$ cat config.mk
export PLATFORM = sky130hd
export DESIGN_NAME = cart_regs
export DESIGN_NICKNAME = d
export VERILOG_FILES = /design/src/rtl/cart_regs_pkg.sv /design/src/rtl/cart_wr_decode.sv /design/src/rtl/cart_opt_lock.sv /design/src/rtl/cart_status_mux.sv /design/src/rtl/cart_regs.sv
export SDC_FILE = /design/constraint.sdc
export NUM_CORES = 1
export LEC_CHECK = 0
export ABC_AREA = 1
export BUFFER_PORTS_ARGS = -buffer_cell sky130_fd_sc_hd__buf_2
export CORE_UTILIZATION = 37
export CTS_BUF_LIST = sky130_fd_sc_hd__clkbuf_16
export DETAILED_ROUTE_END_ITERATION = 10
export PLACE_DENSITY = 0.7
export SLEW_MARGIN = 25
export SYNTH_ARGS = -nofsm -noshare
export SYNTH_HDL_FRONTEND = slang
export SYNTH_SLANG_ARGS = --single-unit
$ cat constraint.sdc
create_clock -name clk -period 2.8 [get_ports clk]
set_clock_uncertainty 0.05 [all_clocks]
set_input_delay 0.56 -clock clk [delete_from_list [all_inputs] [get_ports clk]]
set_output_delay 0.56 -clock clk [all_outputs]
set_load 0.03 [all_outputs]
$ cat src/rtl/cart_regs_pkg.sv
// Shared bit positions and types for the cartridge control registers.
// Assumes an 8-bit data bus; positions are fixed by software convention.
package cart_regs_pkg;
    localparam int DATA_W = 8;
    localparam int BANK_W = 4;

    // primary register fields
    localparam int P_GAME  = 0;
    localparam int P_EXROM = 1;
    localparam int P_KILL  = 2;
    localparam int P_A13   = 3;
    localparam int P_A14   = 4;
    localparam int P_RAM   = 5;
    localparam int P_UNFRZ = 6;
    localparam int P_A15   = 7;

    // extended register fields (A13/A14/A15 share the primary positions)
    localparam int X_ACC   = 0;
    localparam int X_ALLOW = 1;
    localparam int X_NOFRZ = 2;
    localparam int X_A16   = 5;
    localparam int X_REU   = 6;

    typedef struct packed {
        logic acc;
        logic allow;
        logic nofrz;
        logic reu;
    } cart_opt_t;
endpackage

$ cat src/rtl/cart_wr_decode.sv
// Bus decoder: turns select, direction and low address into write and read
// strobes for the two registers. Assumes all inputs are synchronous.
// Once the cartridge is killed no strobe is produced.
module cart_wr_decode #(
    parameter int ADDR_W = 8,
    parameter logic [ADDR_W-1:0] PRI_ADDR = '0,
    parameter logic [ADDR_W-1:0] EXT_ADDR = 1
) (
    input  logic              io1_sel,
    input  logic              rw_n,
    input  logic [ADDR_W-1:0] addr_lo,
    input  logic              killed,
    output logic              wr_pri,
    output logic              wr_ext,
    output logic              rd_hit
);
    logic hit_pri, hit_ext;

    // address match and strobe generation
    always_comb begin
        hit_pri = io1_sel && (addr_lo == PRI_ADDR);
        hit_ext = io1_sel && (addr_lo == EXT_ADDR);
        wr_pri  = hit_pri && !rw_n && !killed;
        wr_ext  = hit_ext && !rw_n && !killed;
        rd_hit  = (hit_pri || hit_ext) && rw_n && !killed;
    end
endmodule

$ cat src/rtl/cart_opt_lock.sv
// One-time write permission for the protected extended bits.
// Armed by reset and by any clock with the flash jumper fitted; consumed by
// the first extended write made with the jumper removed.
module cart_opt_lock (
    input  logic clk,
    input  logic rst_n,
    input  logic flash_jumper,
    input  logic wr_ext,
    output logic armed
);
    // permission flag update
    always_ff @(posedge clk) begin
        if (!rst_n)            armed <= 1'b1;
        else if (flash_jumper) armed <= 1'b1;
        else if (wr_ext)       armed <= 1'b0;
    end

    // removing the jumper must leave one write available
    p_rearm_r7: assert property (@(posedge clk) disable iff (!rst_n)
        $fell(flash_jumper) |-> armed);
endmodule

$ cat src/rtl/cart_status_mux.sv
// Builds the status byte returned at both register addresses and gates it
// with the read strobe. Purely combinational.
module cart_status_mux
    import cart_regs_pkg::*;
(
    input  logic              rd_hit,
    input  logic              flash_jumper,
    input  logic              freeze_button,
    input  logic [BANK_W-1:0] bank,
    input  cart_opt_t         opt,
    output logic [DATA_W-1:0] rdata,
    output logic              rdata_oe
);
    logic [DATA_W-1:0] status;

    // assemble status fields
    always_comb begin
        status          = '0;
        status[0]       = flash_jumper;
        status[X_ALLOW] = opt.allow;
        status[2]       = freeze_button;
        status[P_A13]   = bank[0];
        status[P_A14]   = bank[1];
        status[X_A16]   = bank[3];
        status[X_REU]   = opt.reu;
        status[P_A15]   = bank[2];
        rdata_oe        = rd_hit;
        rdata           = rd_hit ? status : '0;
    end
endmodule

$ cat src/rtl/cart_regs.sv
// Cartridge control register pair: primary (memory lines, bank, ROM/RAM,
// kill, freeze release) and extended (options, A16). Assumes jumper, button
// and freeze flag are synchronous to clk; freeze sequencing lives outside.
module cart_regs
    import cart_regs_pkg::*;
#(
    parameter int ADDR_W = 8,
    parameter logic [ADDR_W-1:0] PRI_ADDR = '0,
    parameter logic [ADDR_W-1:0] EXT_ADDR = 1
) (
    input  logic              clk,
    input  logic              rst_n,
    input  logic              io1_sel,
    input  logic              rw_n,
    input  logic [ADDR_W-1:0] addr_lo,
    input  logic [DATA_W-1:0] wdata,
    input  logic              flash_jumper,
    input  logic              freeze_button,
    input  logic              freeze_active,
    output logic [DATA_W-1:0] rdata,
    output logic              rdata_oe,
    output logic              game_on,
    output logic              exrom_on,
    output logic              cart_off,
    output logic              ram_sel,
    output logic [BANK_W-1:0] bank_addr,
    output logic              acc_en,
    output logic              allow_bank,
    output logic              no_freeze,
    output logic              reu_map,
    output logic              freeze_release
);
    logic              wr_pri, wr_ext, rd_hit, armed;
    logic              game_q, exrom_n_q, killed_q, ram_q, rel_q;
    logic [BANK_W-1:0] bank_q;
    cart_opt_t         opt_q;
    logic              prot_ok;

    cart_wr_decode #(
        .ADDR_W(ADDR_W), .PRI_ADDR(PRI_ADDR), .EXT_ADDR(EXT_ADDR)
    ) u_dec (
        .io1_sel(io1_sel), .rw_n(rw_n), .addr_lo(addr_lo),
        .killed(killed_q), .wr_pri(wr_pri), .wr_ext(wr_ext), .rd_hit(rd_hit)
    );

    cart_opt_lock u_lock (
        .clk(clk), .rst_n(rst_n), .flash_jumper(flash_jumper),
        .wr_ext(wr_ext), .armed(armed)
    );

    cart_status_mux u_stat (
        .rd_hit(rd_hit), .flash_jumper(flash_jumper),
        .freeze_button(freeze_button), .bank(bank_q), .opt(opt_q),
        .rdata(rdata), .rdata_oe(rdata_oe)
    );

    // protected extended bits may be written in flash mode or when armed
    always_comb prot_ok = flash_jumper || armed;

    // register state update for both addresses
    always_ff @(posedge clk) begin
        if (!rst_n) begin
            game_q    <= 1'b0;
            exrom_n_q <= flash_jumper;
            killed_q  <= 1'b0;
            ram_q     <= 1'b0;
            bank_q    <= '0;
            opt_q     <= '0;
            rel_q     <= 1'b0;
        end else begin
            rel_q <= 1'b0;
            if (wr_pri) begin
                killed_q  <= wdata[P_KILL];
                ram_q     <= wdata[P_RAM];
                bank_q[0] <= wdata[P_A13];
                bank_q[1] <= wdata[P_A14];
                bank_q[2] <= wdata[P_A15];
                if (!freeze_active || wdata[P_UNFRZ]) begin
                    game_q    <= wdata[P_GAME];
                    exrom_n_q <= wdata[P_EXROM];
                end
                rel_q <= freeze_active && wdata[P_UNFRZ];
            end
            if (wr_ext) begin
                opt_q.acc <= wdata[X_ACC];
                bank_q[0] <= wdata[P_A13];
                bank_q[1] <= wdata[P_A14];
                bank_q[2] <= wdata[P_A15];
                bank_q[3] <= flash_jumper && wdata[X_A16];
                if (prot_ok) begin
                    opt_q.allow <= wdata[X_ALLOW];
                    opt_q.nofrz <= wdata[X_NOFRZ];
                end
                if (flash_jumper)  opt_q.reu <= opt_q.reu && wdata[X_REU];
                else if (armed)    opt_q.reu <= wdata[X_REU];
            end
        end
    end

    // drive the cartridge lines and option outputs
    always_comb begin
        game_on        = game_q && !killed_q;
        exrom_on       = !exrom_n_q && !killed_q;
        cart_off       = killed_q;
        ram_sel        = ram_q;
        bank_addr      = bank_q;
        acc_en         = opt_q.acc;
        allow_bank     = opt_q.allow;
        no_freeze      = opt_q.nofrz;
        reu_map        = opt_q.reu;
        freeze_release = rel_q;
    end

    p_kill_sticky_r3: assert property (@(posedge clk) disable iff (!rst_n)
        killed_q |=> killed_q && $stable(bank_q) && $stable(game_q) && $stable(opt_q));
    p_lock_once_r5: assert property (@(posedge clk) disable iff (!rst_n)
        (wr_ext && !flash_jumper && !armed) |=>
            $stable(opt_q.allow) && $stable(opt_q.nofrz) && $stable(opt_q.reu));
    p_a16_zero_r5: assert property (@(posedge clk) disable iff (!rst_n)
        (wr_ext && !flash_jumper) |=> !bank_q[3]);
    p_flash_noreu_r6: assert property (@(posedge clk) disable iff (!rst_n)
        (wr_ext && flash_jumper && !opt_q.reu) |=> !opt_q.reu);
    p_freeze_gate_r9: assert property (@(posedge clk) disable iff (!rst_n)
        (wr_pri && freeze_active && !wdata[P_UNFRZ]) |=>
            $stable(game_q) && $stable(exrom_n_q));
    p_release_pulse_r9: assert property (@(posedge clk) disable iff (!rst_n)
        freeze_release |-> $past(wr_pri) && $past(freeze_active));
    p_idle_r10: assert property (@(posedge clk) disable iff (!rst_n)
        (!io1_sel || rw_n) |=> $stable(bank_q) && $stable(opt_q) && $stable(ram_q));
endmodule

Yosys cells after proc, flatten, opt, wreduce, memory -nomap -nowiden
Cells that the tools add are included.

word-level totals
  bits in registers = 14
  word-level logic and storage cells = 53

operators by class
  reductions and logical operators = 29
  eq/ne operators = 3
  bitwise logic cells = 1
  mux-type cells = 8

operators with widths
  kind                  number
  $logic_and A1 B1 Y1   13
  $reduce_and A2 Y1     5
  $eq A8 B1 Y1 const B  1
  $logic_not A8 Y1      1
  $mux W8               1
  $mux W3               2
  $mux W1               5
  $logic_not A1 Y1      4
  $ne A2 B1 Y1 const B  2
  $reduce_bool A2 Y1    2
  $logic_or A1 B1 Y1    3
  $reduce_or A2 Y1      1
  $not A1 Y1            1

Longest topological paths before layout
Gate-level depths: netlist (run 1).

  depth in word-level cells = 6
  gate-level depth with buffers = 8
  mapped depth without buffers = 7

By module
Synthesis (run 1) repeated with hierarchy kept, for this count alone.

second synthesis, totals
  cell total of the unflattened synthesis = 121
  area total of the unflattened synthesis = 760.7 sq um

by module, submodules not included
  module           area each (sq um)  times used  seq. area each (sq um)  cells an instance
  cart_regs        563.0              1           270.3                   76
  cart_wr_decode   83.8               1           0.0                     21
  cart_status_mux  72.6               1           0.0                     18
  cart_opt_lock    41.3               1           20.0                    6

Worst setup path before layout (run 1)
OpenSTA, ideal clock, no wires.

  path type = input-to-output
  start = in addr_lo[3]
  end = out rdata[0]
  slack = 632 ps
  buffers on the path = 1
  arrival time = 1,558 ps
  cell stages on the path = 6
  path through = nor2_1 -> nand2_1 -> nor2_4 -> buf_6 -> nand4_4 -> nor2_1

between the ends
  word-level cells in the longest chain between the ends = 6
  elaborated cells between the ends (all ways) = 8
  those cells by class = eq/ne (1); mux (1); reduce/logical (6)

ends and longest elaborated chain
  item                                                     line                                        source
  start, declared                                          cart_regs.sv:15                             input logic [ADDR_W-1:0] addr_lo,
  $eq A8 B1 Y1 / $logic_not A8 Y1 (equally long branches)  cart_wr_decode.sv:22, cart_wr_decode.sv:21
  $logic_and A1 B1 Y1, on equally long branches            cart_wr_decode.sv:22, cart_wr_decode.sv:21
  $logic_or A1 B1 Y1 *                                     cart_wr_decode.sv:25                        rd_hit = (hit_pri || hit_ext) && rw_n && !killed;
  $logic_and A1 B1 Y1 * (2 in a row)                       cart_wr_decode.sv:25
  $mux W8 *                                                cart_status_mux.sv:28                       rdata = rd_hit ? status : '0;
  end, declared                                            cart_regs.sv:20                             output logic [DATA_W-1:0] rdata,

Mark *: on every way between the ends. The rest lies on a longest branch, timed or not.

Final worst setup path (run 1)
Same ends and word-level chain as after synthesis.

==> out/results.tsv, run 1 <==
stage	metric	value	unit
timing	finalHoldViolCount	0	
finish	n_antenna_cell	0	
pwr	p_sw_frac	0.2040	
floorplanning	num_rows	15	
finish	fin_area	0.001066	mm2
clock_tree	cts_tree	yes	
critical_path	cp-end-kind	primary output	
yosys	synth_fa_ha_area_frac	0	
critical_path	r2r_slack	1520	ps
route	dr.pass1.iters	4	
finish	drive_gt1_frac	0.3654	
clock_tree	cts_buffers	3	
timing	worst_pin_slew	332.1	ps
finish	fillers	175	
critical_path	r2r_end	exrom_n_q$_DFFE_PP_	
clock_tree	post-cts-setup-buffer-count	0	
floorplanning	io_pins	45	
global_routing	grt_pass1_vias	656	
placed_design	placed_area	987.2	um2
yosys	muxShareOfSynthArea	0	
yosys	yosys-top-cells-area	dfxtp_1 (34%), nor2_1 (14%), nand2_1 (13%)	
flow_run	drv_cap	0	
clock_tree	root_buffer	clkbuf_16	
timing	timing.fmax	427.7	MHz
yosys	ys_ff_latch	14	
pwr	power_frac_clock	0.519	
yosys	avgSynthCellArea	6.859	um2
floorplanning	core_area	0.001821	mm2
yosys	yosysMostFrequentCell	nor2_1	
finish	multi_input_area	381.6	um2
global_routing	grt_start_max_net_pins	17	
pwr	power_frac_comb	0.084	
clock_tree	holdBufCountCts	0	
yosys	post-synth-top-area-fraction	0.3449	
yosys	synth_area_leader_cell	dfxtp_1	
pwr	sequentialPowerShare	0.397	
critical_path	r2r_start	cart_off$_SDFFE_PN0P_	
pwr	p_switching	0.1050	mW
hold_path	min_path_cells	2	
timing	post-route-period-util	0.8350	
timing	totalNegativeSetupSlack	0	ps
route	drtIter0Drc	11	
critical_path	r2r_cells	5	
outcome	status	completed	
route	wire_per_inst	9.564	um
yosys	synth_cells	110	
yosys	yosys.area_share.simple	0.4461	
finish	fin_util	0.5856	
pwr	p_int	0.4097	mW
yosys	synth-edff-count	1	
finish	seq_area	290.3	um2
route	antenna_left	0	
floorplanning	die_w	47.16	um
route	viasPerCell	4.536	
critical_path	slowest_delay	310	ps
yosys	ys.flop_type	dfxtp_1	
clock_tree	cts_resized	0	
timing	slew_headroom	0.7781	
route	num_vias	821	
yosys	synth_fp_nets	133	
clock_tree	cts.sinks	14	
yosys	synthTopCellsByCount	nor2_1 (29), nand2_1 (27), inv_1 (16), dfxtp_1 (13), nand3_1 (5)	
critical_path	worstPathCellList	buf_2, nor2_1, nand2_1, nor2_4, nand4_4, nor2_1, buf_2	
yosys	syn_area	754.5	um2
floorplanning	start_util	0.4144	
floorplanning	dieArea	0.002224	mm2
hold_path	hp-start	bank_addr[3]$_SDFFE_PN0P_	
pwr	p_per_area	482.8	mW/mm2
route	wirelength	1731	um
hold_path	hold_path.class	flop to flop	
placed_design	portBuffers	44	
critical_path	crit_fanout	12	
timing	fin_crit	2338	ps
yosys	synth_cell_type_count	21	
clock_tree	clock_latency	240	ps
critical_path	crit_required	2190	ps
yosys	synth-xor-area-share	0	
yosys	yosys_warnings	0	
clock_tree	clk_pin_slew_worst_paths	40	ps
floorplanning	die_y	47.16	um
finish	area_growth	41.29	%
timing	final_max_slew_viol_count	0	
placed_design	routabilityCongestion	0.8499	
pwr	peakVddDrop	0.0002837	V
timing	finalSetupViolCount	0	
critical_path	crit_type	input pin to primary output	
yosys	synthArstFlopShare	0	
critical_path	worst_ep_arrival_time	1730	ps
pwr	p_total	0.5147	mW
critical_path	critPathLaunchType	input pin	
pwr	p_leak	0.5886	nW
hold_path	min_to	bank_addr[3]$_SDFFE_PN0P_	
clock_tree	ctsLongestPathBuffers	2	
global_routing	antenna_found_initial	0	
finish	final_nets	180	
placed_design	dp_hpwl	1338	um
global_routing	grt_overflow	0	
yosys	synth_compound_area_frac	0.05970	
route	remaining_drc_errors	0	
timing	rsz0062_at_grt	no	
critical_path	critPathSlowestCell	nor2_4	
global_routing	grt_pass1_wl	2670	um
clock_tree	htreeDepth	1	
yosys	synth_top_family_by_area	simple AND/OR/NAND/NOR gates	
global_routing	grt_usage	0.1726	
yosys	synth-seq-area-share	0.3847	
-- cells by family after synthesis --
logic type / count (synthesis)
DFF: 14
and+or+nand+nor: 70
buffers and inverters: 19
AOI/OAI and AO/OA: 7
-- flip-flops by register name (all words and copies together), names as in the netlist --
name            count
bank_addr           4
acc_en              1
allow_bank          1
cart_off            1
exrom_n_q           1
freeze_release      1
game_q              1
no_freeze           1
ram_sel             1
reu_map             1
u_lock.armed        1
-- per-layer routing --
metal / track usage / vias to the layer above / share of wire
li1: - / 427 / -
met1: 0.2173 / 362 / 0.45
met2: 0.2806 / 30 / 0.50
met3: 0.02308 / 2 / 0.036
met4: 0.1029 / 0 / 0.012
met5: 0 / - / 0
-- cells in the final DEF (no fill, tap or decap), types with 2 or more instances in the layout --
cell	instances
nand3_1	5
inv_1	17
nand2_1	27
buf_2	44
nor2_1	29
a21oi_1	2
clkbuf_16	3
dfxtp_1	13
nand4_1	2
nor2_4	3
-- power by group through the flow --
| stage | clock network (mW) | registers, mW | logic, mW |
|---|---|---|---|
| 2_1_floorplan | 0 | 0.208 | 0.0200 |
| 3_3_place_gp | 0 | 0.208 | 0.0423 |
| 3_5_place_dp | 0 | 0.208 | 0.0431 |
| 4_1_cts | 0.272 | 0.204 | 0.0437 |
| 5_1_grt | 0.282 | 0.204 | 0.0479 |
| 6_report | 0.267 | 0.204 | 0.0433 |
-- worst max path at each step --
stage                     startpoint        to  cells after the start
after floorplan           addr_lo[3]  rdata[0]                      6
after global placement    addr_lo[3]  rdata[0]                      7
after detailed placement  addr_lo[3]  rdata[0]                      7
after CTS                 addr_lo[3]  rdata[0]                      7
after global routing      addr_lo[5]  rdata[0]                      7
final                     addr_lo[3]  rdata[0]                      7
-- worst max-delay path: cells and delay by family --
kind          cells  cell delay, ps
buf+inv           2             300
simple gates      5             860
-- cell type report --
type	instances	area share
Multi-Input combinational cell	77	0.3580
Sequential cell	14	0.2723
Timing Repair Buffer	44	0.2066
Clock buffer	3	0.07042
Inverter	17	0.05986
Tap cell	25	0.02934
Clock inverter	1	0.003521
-- through the flow --
stage	cells	hold WS (ps)	setup slack [ps]
final	181	421.3	462.0
after detailed placement	177	415.0	437.7
after global routing	181	437.3	315.9
after global placement	177	411.8	480.9
after CTS	181	424.0	430.1
after floorplan	110	393.8	632.5
No activity file was read; power rests on OpenSTA's default activity.
==> run 2, diff against run 1 <==
ABC_AREA = 0   (was 1)
CORE_UTILIZATION = 36   (was 37)
PLACE_DENSITY = 0.73   (was 0.7)
clock period = 1.99 ns   (was 2.8 ns; I/O delays follow)
==> run 2 against run 1 <==
Net effect:
- the flow now finishes with violations (setup timing)
- register-to-register slack worse by 1100 ps
- critical path depth unchanged
- wire length up 8.1%
- area after synthesis down 10%
==> out/results.tsv, run 2 <==
stage	metric	value	unit	change
floorplanning	dieArea	0.002054	mm2	-7.6%
route	remaining_drc_errors	0		unchanged
yosys	synth-edff-count	1		unchanged
yosys	avgSynthCellArea	8.662	um2	+26%
clock_tree	holdBufCountCts	0		unchanged
global_routing	grt_overflow	0		unchanged
critical_path	crit_type	input pin to primary output		
floorplanning	start_util	0.3871		-0.02734
finish	final_common_cell	buf_2		
outcome	violations	setup timing		
timing	fin_crit	2045	ps	
yosys	synth_fp_nets	101		-24%
floorplanning	io_pins	45		unchanged
timing	final_max_slew_viol_count	0		unchanged
yosys	yosys_warnings	0		unchanged
timing	timing.fmax	489.0	MHz	
finish	n_antenna_cell	0		unchanged
yosys	yosys-top-cells-area	dfxtp_1 (39%), and2_1 (8.3%), nand3_1 (7.4%)		
finish	final_nets	152		-16%
clock_tree	cts_buffers	3		unchanged
timing	finalSetupViolCount	8		+8
floorplanning	die_w	45.32	um	-3.9%
clock_tree	htreeDepth	1		unchanged
outcome	status	finished with violations		
timing	slew_headroom	0.7612		-0.01687
route	wirelength	1872	um	+8.1%
route	antenna_left	0		unchanged
yosys	synthArstFlopShare	0		unchanged
yosys	yosysMostFrequentCell	dfxtp_1		
finish	fin_util	0.6480		+0.06246
pwr	p_per_area	649.9	mW/mm2	+35%
yosys	synth-seq-area-share	0.4296		+0.04489
hold_path	hold_path.class	input pin to flop		
yosys	post-synth-top-area-fraction	0.3852		+0.04024
route	drtIter0Drc	14		+3
yosys	ys.flop_type	dfxtp_1		
flow_run	drv_cap	0		unchanged
route	dr.pass1.iters	2		-2
timing	totalNegativeSetupSlack	-360.4	ps	-360.4 ps
floorplanning	num_rows	15		unchanged
yosys	synth_area_leader_cell	dfxtp_1		
global_routing	grt_start_max_net_pins	18		+1
timing	post-route-period-util	1.028		
timing	worst_pin_slew	357.8	ps	+25.71 ps
yosys	synthTopCellsByCount	dfxtp_1 (13), nand2_1 (12), nand3_1 (10), and2_1 (9), o21ai_0 (5)		
finish	area_growth	67.41	%	
floorplanning	core_area	0.001745	mm2	-4.1%
route	wire_per_inst	12.24	um	+28%
clock_tree	cts.sinks	14		unchanged
placed_design	portBuffers	44		unchanged
pwr	p_total	0.7351	mW	+43%
global_routing	antenna_found_initial	0		unchanged
clock_tree	cts_tree	yes		
clock_tree	root_buffer	clkbuf_16		
critical_path	cp-end-kind	primary output		
clock_tree	ctsLongestPathBuffers	2		unchanged
global_routing	grt_pass1_wl	2718	um	+1.8%
finish	largest_reg_flops	4		unchanged
timing	rsz0062_at_grt	yes		
placed_design	dp_hpwl	1341	um	+0.23%
critical_path	crit_fanout	5		-7
clock_tree	post-cts-setup-buffer-count	0		unchanged
finish	mostFrequentLayoutCells	buf_2 (34), dfxtp_1 (13), buf_6 (13), nand2_1 (12), nand3_1 (10)		
critical_path	crit_required	1540	ps	-650 ps
pwr	p_leak	0.5518	nW	-6.2%
floorplanning	die_y	45.32	um	-3.9%
route	viasPerCell	4.974		+9.7%
finish	drive_gt1_frac	0.5234		+0.1581
yosys	syn_area	675.6	um2	-10%
placed_design	routabilityCongestion	0.7385		-13%
clock_tree	clock_latency	250	ps	about the same
critical_path	critPathLaunchType	input pin		
placed_design	placed_area	974.7	um2	-1.3%
global_routing	grt_usage	0.1880		+0.01542
timing	finalHoldViolCount	0		unchanged
pwr	peakVddDrop	0.0004438	V	+56%
critical_path	worst_ep_arrival_time	1600	ps	-130 ps
clock_tree	clk_pin_slew_worst_paths	50	ps	about the same
route	num_vias	761		-7.3%
global_routing	grt_pass1_vias	665		+1.4%
yosys	ys_ff_latch	14		unchanged
finish	fin_area	0.001131	mm2	+6.1%
timing	whs	361.9	ps	-59.47 ps
yosys	synth_cells	78		-29%
timing	setup_slack	-55.20	ps	-517.2 ps
yosys	synth_cell_type_count	23		+9.5%
## run 2: cell types whose count changed after synthesis, sizes merged, moves of 2 or more
cell and delta:
clkbuf +2, o21ai +2, nand2 -15, and2 +9, mux2i +3, nand3 +4
nand4 -2, nor2 -29, inv -14
## run 2: area by class of cell
class                           count  area (um2)
Clock buffer                        3       75.07
Clock inverter                      1       3.754
Sequential cell                    14       290.3
Timing Repair Buffer               50       339.1
Fill cell                         155       614.3
Tap cell                           25       31.28
Inverter                            3       11.26
Multi-Input combinational cell     57       380.4
## run 2: critical path, stage by stage
cell     delay (ps)
buf_6           100
nor4_4          270
and2_4          180
and4b_2         270
buf_6           120
and2_4          130
buf_6           120
## run 2: logic make-up (layout without fill, tap and decap cells)
family	Yosys count	after routing	share of synthesized area
AND/OR/NAND/NOR	42	42	0.3685
flip-flops	14	14	0.4296
AO/OA/AOI/OAI	12	12	0.1074
buffers and inverters	7	57	0.05000
multiplexers	3	3	0.04445
## run 2: per-stage QoR
| stage | instances | setup slack [ps] |
|---|---|---|
| floorplan | 78 | 1.839 |
| global placement | 149 | -94.72 |
| detailed placement | 149 | -127.9 |
| CTS | 153 | -57.45 |
| global route | 153 | -115.5 |
| finish | 153 | -55.20 |
## run 2: power breakdown
part / internal [mW] / switching [mW]
Sequential: 0.287 / 0.000555
Clock: 0.266 / 0.120
Combinational: 0.0291 / 0.0332
Total: 0.582 / 0.153
## run 2: repair_timing
action | CTS | global route
pin swaps | 7 | 1
setup endpoints to repair | 9 | 9
resized for setup | 22 | 1
gates cloned | 0 | 0
## run 2: final timing paths
kind / slack, ps / end / depth (start not counted) / start
worst min register to register: 400 / game_q$_SDFFE_PN0P_ / 2 / game_q$_SDFFE_PN0P_
worst max-delay path: -60 / rdata[7] / 7 / addr_lo[2]
worst max register to register: 440 / reu_map$_SDFFE_PN0P_ / 3 / cart_off$_SDFFE_PN0P_
worst min-delay path: 360 / freeze_release$_SDFF_PN0_ / 3 / wdata[6]
## run 2: routing by layer
metal | up-vias | wire length, um | GRT usage
li1 | 370 | - | -
met1 | 357 | 757 | 0.2015
met2 | 26 | 979 | 0.3391
met3 | 8 | 85 | 0.03600
met4 | 0 | 49 | 0.1091
met5 | - | 0 | 0
